==> src/rtl/wdt_pkg.sv <==
package wdt_pkg;
  localparam logic [7:0] ADDR_CTRL = 8'h71;
  localparam logic [7:0] ADDR_CFG  = 8'h72;
  localparam logic [7:0] ADDR_VLO  = 8'h73;
  localparam logic [7:0] ADDR_VHI  = 8'h74;

  // Control byte fields
  localparam int CTRL_SRC_LSB = 4;  // [7:4] = {ir, mouse, kbd, game}
  localparam int CTRL_FORCE   = 1;
  localparam int CTRL_FLAG    = 0;

  // Configuration byte fields
  localparam int CFG_SECONDS  = 7;
  localparam int CFG_KBD_EN   = 6;
  localparam int CFG_PWR_EN   = 4;

  // Is a decrement due on this tick, given the unit and the prescaler state?
  function automatic logic wdt_dec_due(input logic unit_sec, input int pre, input int lim);
    return unit_sec || (pre == lim - 1);
  endfunction

  // Next prescaler value on a tick in minutes mode
  function automatic int wdt_pre_next(input int pre, input int lim);
    return (pre == lim - 1) ? 0 : pre + 1;
  endfunction
endpackage

==> src/rtl/wdt_regs.sv <==
module wdt_regs
  import wdt_pkg::*;
#(
  parameter int DW = 8,
  parameter int CW = 16
) (
  input  logic          clk,
  input  logic          rst_n,
  input  logic          wr,
  input  logic [7:0]    addr,
  input  logic [DW-1:0] wdata,
  output logic [DW-1:0] rdata,
  input  logic          expire_evt,
  output logic [3:0]    src_en,
  output logic          unit_sec,
  output logic          kbd_en,
  output logic          pwr_en,
  output logic [CW-1:0] value,
  output logic          val_load,
  output logic [CW-1:0] val_new,
  output logic          force_wr,
  output logic          status
);
  logic ctrl_wr, ctrl_clr;
  assign ctrl_wr  = wr && (addr == ADDR_CTRL);
  assign ctrl_clr = ctrl_wr && (wdata == '0);
  assign force_wr = ctrl_wr && wdata[CTRL_FORCE];
  assign val_load = wr && ((addr == ADDR_VLO) || (addr == ADDR_VHI));

  always_comb begin
    val_new = value;
    if (wr && addr == ADDR_VLO) val_new[7:0]  = wdata;
    if (wr && addr == ADDR_VHI) val_new[15:8] = wdata;
  end

  always_ff @(posedge clk or negedge rst_n) begin
    if (!rst_n) begin
      src_en <= '0; unit_sec <= 1'b0; kbd_en <= 1'b0; pwr_en <= 1'b0;
      value <= '0; status <= 1'b0;
    end else begin
      if (ctrl_wr) src_en <= wdata[CTRL_SRC_LSB +: 4];
      if (wr && addr == ADDR_CFG) begin
        unit_sec <= wdata[CFG_SECONDS];
        kbd_en   <= wdata[CFG_KBD_EN];
        pwr_en   <= wdata[CFG_PWR_EN];
      end
      if (val_load) value <= val_new;
      if (expire_evt)    status <= 1'b1;
      else if (ctrl_clr) status <= 1'b0;
    end
  end

  always_comb begin
    rdata = '0;
    unique case (addr)
      ADDR_CTRL: begin
        rdata[CTRL_SRC_LSB +: 4] = src_en;
        rdata[CTRL_FLAG]         = status;
      end
      ADDR_CFG: begin
        rdata[CFG_SECONDS] = unit_sec;
        rdata[CFG_KBD_EN]  = kbd_en;
        rdata[CFG_PWR_EN]  = pwr_en;
      end
      ADDR_VLO: rdata = value[7:0];
      ADDR_VHI: rdata = value[15:8];
      default:  rdata = '0;
    endcase
  end
endmodule

==> src/rtl/wdt_reload_delay.sv <==
module wdt_reload_delay #(
  parameter int NSRC = 4,
  parameter int DLY  = 4
) (
  input  logic            clk,
  input  logic            rst_n,
  input  logic [NSRC-1:0] ev,
  input  logic [NSRC-1:0] en,
  input  logic            cancel,
  output logic            reload_stb,
  output logic            busy
);
  localparam int DCW = $clog2(DLY + 1);
  logic [DCW-1:0] dcnt;
  logic           fire;

  assign fire       = |(ev & en);
  assign reload_stb = (dcnt == DCW'(1));
  assign busy       = (dcnt != '0);

  always_ff @(posedge clk or negedge rst_n) begin
    if (!rst_n)           dcnt <= '0;
    else if (cancel)      dcnt <= '0;
    else if (fire)        dcnt <= DCW'(DLY);
    else if (dcnt != '0)  dcnt <= dcnt - DCW'(1);
  end
endmodule

==> src/rtl/wdt_counter.sv <==
module wdt_counter
  import wdt_pkg::*;
#(
  parameter int CW  = 16,
  parameter int TPM = 60
) (
  input  logic          clk,
  input  logic          rst_n,
  input  logic          tick,
  input  logic          unit_sec,
  input  logic          load,
  input  logic [CW-1:0] load_val,
  input  logic          reload,
  input  logic [CW-1:0] reload_val,
  input  logic          force_evt,
  output logic          expire_evt
);
  localparam int PW = (TPM > 1) ? $clog2(TPM) : 1;
  logic [CW-1:0] cnt;
  logic [PW-1:0] pre;
  logic          due, tick_exp;

  assign due        = wdt_dec_due(unit_sec, int'(pre), TPM);
  assign tick_exp   = tick && (cnt == CW'(1)) && due && !load && !reload;
  assign expire_evt = force_evt || tick_exp;

  always_ff @(posedge clk or negedge rst_n) begin
    if (!rst_n) begin
      cnt <= '0; pre <= '0;
    end else if (load) begin
      cnt <= load_val; pre <= '0;
    end else if (force_evt) begin
      cnt <= '0; pre <= '0;
    end else if (reload) begin
      cnt <= reload_val; pre <= '0;
    end else if (tick && cnt != '0) begin
      if (due) cnt <= cnt - CW'(1);
      pre <= unit_sec ? '0 : PW'(wdt_pre_next(int'(pre), TPM));
    end
  end
endmodule

==> src/rtl/wdt_pulse.sv <==
module wdt_pulse #(
  parameter int LEN = 6
) (
  input  logic clk,
  input  logic rst_n,
  input  logic fire,
  input  logic kbd_en,
  input  logic pwr_en,
  output logic kbd_rst,
  output logic pwrok,
  output logic active
);
  localparam int PCW = $clog2(LEN + 1);
  logic [PCW-1:0] pcnt;
  logic           kbd_l, pwr_l;

  assign active  = (pcnt != '0);
  assign kbd_rst = active && kbd_l;
  assign pwrok   = active && pwr_l;

  always_ff @(posedge clk or negedge rst_n) begin
    if (!rst_n) begin
      pcnt <= '0; kbd_l <= 1'b0; pwr_l <= 1'b0;
    end else if (fire) begin
      pcnt <= PCW'(LEN); kbd_l <= kbd_en; pwr_l <= pwr_en;
    end else if (pcnt != '0) begin
      pcnt <= pcnt - PCW'(1);
    end
  end
endmodule

==> src/rtl/wdt_reload_timer.sv <==
module wdt_reload_timer #(
  parameter int TICKS_PER_MIN = 60,
  parameter int RELOAD_DLY    = 4,
  parameter int RST_PULSE     = 6
) (
  input  logic       clk,
  input  logic       rst_n,
  input  logic       reg_wr,
  input  logic [7:0] reg_addr,
  input  logic [7:0] reg_wdata,
  output logic [7:0] reg_rdata,
  input  logic       tick,
  input  logic       ev_ir,
  input  logic       ev_mouse,
  input  logic       ev_kbd,
  input  logic       ev_game,
  input  logic       force_req,
  output logic       kbd_rst,
  output logic       pwrok_pulse,
  output logic       expired
);
  localparam int CW = 16;

  logic [3:0]    src_en;
  logic          unit_sec, kbd_en, pwr_en;
  logic [CW-1:0] value_q, val_new;
  logic          val_load, force_wr, force_evt;
  logic          expire_evt, reload_stb, dly_busy, pulse_active;

  assign force_evt = force_wr || force_req;

  wdt_regs #(.DW(8), .CW(CW)) u_regs (
    .clk, .rst_n, .wr(reg_wr), .addr(reg_addr), .wdata(reg_wdata), .rdata(reg_rdata),
    .expire_evt, .src_en, .unit_sec, .kbd_en, .pwr_en, .value(value_q),
    .val_load, .val_new, .force_wr, .status(expired)
  );

  wdt_reload_delay #(.NSRC(4), .DLY(RELOAD_DLY)) u_dly (
    .clk, .rst_n, .ev({ev_ir, ev_mouse, ev_kbd, ev_game}), .en(src_en),
    .cancel(val_load), .reload_stb, .busy(dly_busy)
  );

  wdt_counter #(.CW(CW), .TPM(TICKS_PER_MIN)) u_cnt (
    .clk, .rst_n, .tick, .unit_sec, .load(val_load), .load_val(val_new),
    .reload(reload_stb), .reload_val(value_q), .force_evt, .expire_evt
  );

  wdt_pulse #(.LEN(RST_PULSE)) u_pulse (
    .clk, .rst_n, .fire(expire_evt), .kbd_en, .pwr_en,
    .kbd_rst, .pwrok(pwrok_pulse), .active(pulse_active)
  );
endmodule

==> config.mk <==
export PLATFORM = sky130hd
export DESIGN_NAME = wdt_reload_timer
export DESIGN_NICKNAME = d
export VERILOG_FILES = /design/src/rtl/wdt_pkg.sv /design/src/rtl/wdt_regs.sv /design/src/rtl/wdt_reload_delay.sv /design/src/rtl/wdt_counter.sv /design/src/rtl/wdt_pulse.sv /design/src/rtl/wdt_reload_timer.sv
export SDC_FILE = /design/constraint.sdc
export NUM_CORES = 1
export LEC_CHECK = 0
export BUFFER_PORTS_ARGS = -buffer_cell sky130_fd_sc_hd__clkbuf_2
export CAP_MARGIN = 5
export CORE_MARGIN = 4
export CORE_UTILIZATION = 55
export DETAILED_ROUTE_END_ITERATION = 7
export GPL_TIMING_DRIVEN = 1
export PLACE_DENSITY = 0.84
export SYNTH_ARGS = -nofsm -noshare
export SYNTH_HDL_FRONTEND = slang
export SYNTH_SLANG_ARGS = --single-unit
==> constraint.sdc <==
create_clock -name clk -period 4.7 [get_ports clk]
set_input_delay 0.94 -clock clk [delete_from_list [all_inputs] [get_ports clk]]
set_output_delay 0.94 -clock clk [all_outputs]
set_load 0.01 [all_outputs]
==> metrics.txt <==
outcome=finished, final reports clean; CTS Hold Bufs=0; post-route ant nets=0; clock buffer depth=2; count leader, synth=dfrtp_1; Synth Instances=322; CTS tree=built; post-synth top area cell=dfrtp_1; clk slew on worst S/H paths=0.10 ns; Post-Syn Area=3330 sq um; CP max stage delay=0.56 ns; routed wire length=8.46 mm; initial drt markers=209; setup bufs post-CTS=0; period utilisation layout=0.749; DRC=0; filler instances=493; Synth top area share=0.405; Synth Net Count=355; critical path class=in -> out; TritonRoute pass-1 iters=5; Synth warnings=0; crit end category=primary output; Resize count post-CTS=0; # nets final=387; Synth Area in Simple Gates=0.207; Reg area=1350 sq um; predominant post-synthesis flop cell=dfrtp_1; syn avg cell area=10.4 sq um; compound-cell area share of the yosys netlist=0.178; skew final=0.0160 ns; post-DP HPWL=6.39 mm; vias in the first global route=2771; initial core utilization=0.566; htree depth=2; slowest CP cell=nor3_1; die area=7370 sq um; All-Layer GR Usage=0.238; Core Util, Final=0.624; first-pass GRT wire length=13.6 mm; antenna violations before repair=0; xor and xnor area share after synthesis=0.0342; Clk Latency, worst-skew pair=0.32 ns; share of post-route cells with drive strength above 1=0.260; fraction of the mapped netlist area in adder cells=0.0300; RSZ-0062 raised after global routing=false; placer congestion estimate=0.896; Final setup viols=0; Port Buffer Count=35; Clock Sinks=54; Synth cell types=64; type of origin of the critical path=input port; number of vias per cell=6.43; worst-path maximum fanout=6; mux contribution to synthesized area=0.116; minimum clock period=3.52 ns; static leakage=1.70 nW; Fmax achieved=0.284 GHz; sequential area share after synthesis=0.405; Cell Rows=28; #FFs+latches synth=54; Top-Level Pins=36; Pwr per Cell Area=451 nW/um^2; Area growth syn-to-layout=10.1%; Post-synth EDFFs=0; critical path cell sequence=clkbuf_2 > nand4b_4 > or2_2 > nor3_1 > a22oi_1 > nand2_1 > clkbuf_2; Req. time, crit path=3.76 ns; Vias=2757; Fin Hold WS=0.508 ns; CP most frequent cell=clkbuf_2; top post-synthesis cells by area=dfrtp_1 (41%), mux2_2 (8.8%), ha_1 (3.0%); Placeable Area=5890 sq um; maximum number of pins on one net before global-route repair=40; Worst EP arrival=2.58 ns; Fin Setup TNS=0 ns; area of the multi-input gates=1880 sq um; largest family of logic cells by synthesized area=simple AND/OR/NAND/NOR gates; final hold violation count=0; Root Driver=clkbuf_8; Min-Delay Path Class=in -> async; Slew @ Worst Pin=0.921 ns; most frequent cells after synthesis=dfrtp_1 (54), mux2_2 (26), nand2_1 (25); maxcap violations=0; total CTS buffers=5; WL/cell=19.7 um; Final Max Tran Viols=0; Die Ht=85.9 um; GRT Residual Overflow=0; slew margin rel.=0.384; ANT cells=0; maximum vdd drop=320 uV; chip width=85.9 um; ys async rst share=1.00
==> worst paths after layout <==
| kind | endpoint | slack (ns) | from | cells after the start |
|---|---|---|---|---|
| min reg2reg | u_pulse.pwr_l | 0.51 | u_pulse.pwr_l | 1 |
| max | reg_rdata[4] | 1.18 | reg_addr[7] | 7 |
| max in group asynchronous | u_cnt.cnt[3] | 3.32 | rst_n | 2 |
| min | u_dly.dcnt[2] | 0.51 | rst_n | 1 |
| max reg2reg | u_cnt.cnt[13] | 1.86 | u_cnt.cnt[12] | 5 |
| min in group clk | u_pulse.pwr_l | 0.51 | u_pulse.pwr_l | 1 |
==> worst max-delay path: cells and delay by family <==
family	cells	cell delay [ns]
AOI/OAI and AO/OA	1	0.19
buffers and inverters	2	0.21
and+or+nand+nor	4	1.24
==> final cells by class <==
| class | instances | share of cell area |
|---|---|---|
| Sequential cell | 54 | 0.368 |
| Clock buffer | 6 | 0.0225 |
| Timing Repair Buffer | 38 | 0.0539 |
| Multi-Input combinational cell | 246 | 0.513 |
| Tap cell | 75 | 0.0256 |
| Clock inverter | 1 | 0.00818 |
| Inverter | 9 | 0.00920 |
==> layout by cell type (no fill, tap or decap), types with 3 or more instances in the layout <==
cell type,count
nand3b_1,6
nand2_1,25
xor2_1,3
dfrtp_1,54
mux2_2,26
o2bb2ai_1,4
and2_1,9
nand2b_1,5
nor3_1,5
o21ai_0,7
clkbuf_2,35
nor4_2,4
or3_1,3
a221o_1,5
nand3_1,6
ha_1,8
a211o_1,3
a21oi_1,15
mux2i_1,7
a22oi_1,12
nor2_1,24
xnor2_1,10
a22o_1,6
inv_1,9
clkbuf_8,6
a2bb2oi_1,4
buf_4,3
nor4_1,5
==> sequential cells by signal, summed over array words and instances, names as in the netlist <==
signal and cells:
u_regs.pwr_en 1, u_dly.dcnt 3, u_cnt.cnt 16, u_regs.kbd_en 1, u_regs.unit_sec 1, u_regs.src_en 4, u_regs.status 1, u_pulse.kbd_l 1
u_pulse.pwr_l 1, u_regs.value 16, u_cnt.pre 6, u_pulse.pcnt 3
==> routing by layer <==
metal  GRT usage  vias to the layer above  part of all wire
li1            -                     1266                 -
met1       0.307                     1351              0.42
met2       0.375                      106              0.48
met3      0.0336                       34             0.059
met4       0.155                        0             0.048
met5           0                        -                 0
==> cells by family after synthesis <==
family,after synthesis
muxes,35
buffers and inverters,22
DFF,54
xor gates and xnor gates,13
AOI/OAI and AO/OA,77
adders and majority gates,8
and+or+nand+nor,113
==> power by group <==
part / switching, mW / internal, mW
Sequential: 0.0990 / 0.544
Clock: 0.157 / 0.171
Combinational: 0.386 / 0.299
==> metrics by stage <==
stage | cell area [sq um] | worst slack (ns) | cells | total power [mW]
final | 3670 | 1.18 | 429 | 1.66
after global routing | 3670 | 1.10 | 429 | 1.77
after CTS | 3670 | 1.22 | 429 | 1.66
after detailed placement | 3560 | 1.23 | 422 | 1.33
after global placement | 3560 | 1.25 | 422 | 1.29
after floorplan | 3330 | 1.64 | 322 | 1.17
(Power assumes the default switching activity.)
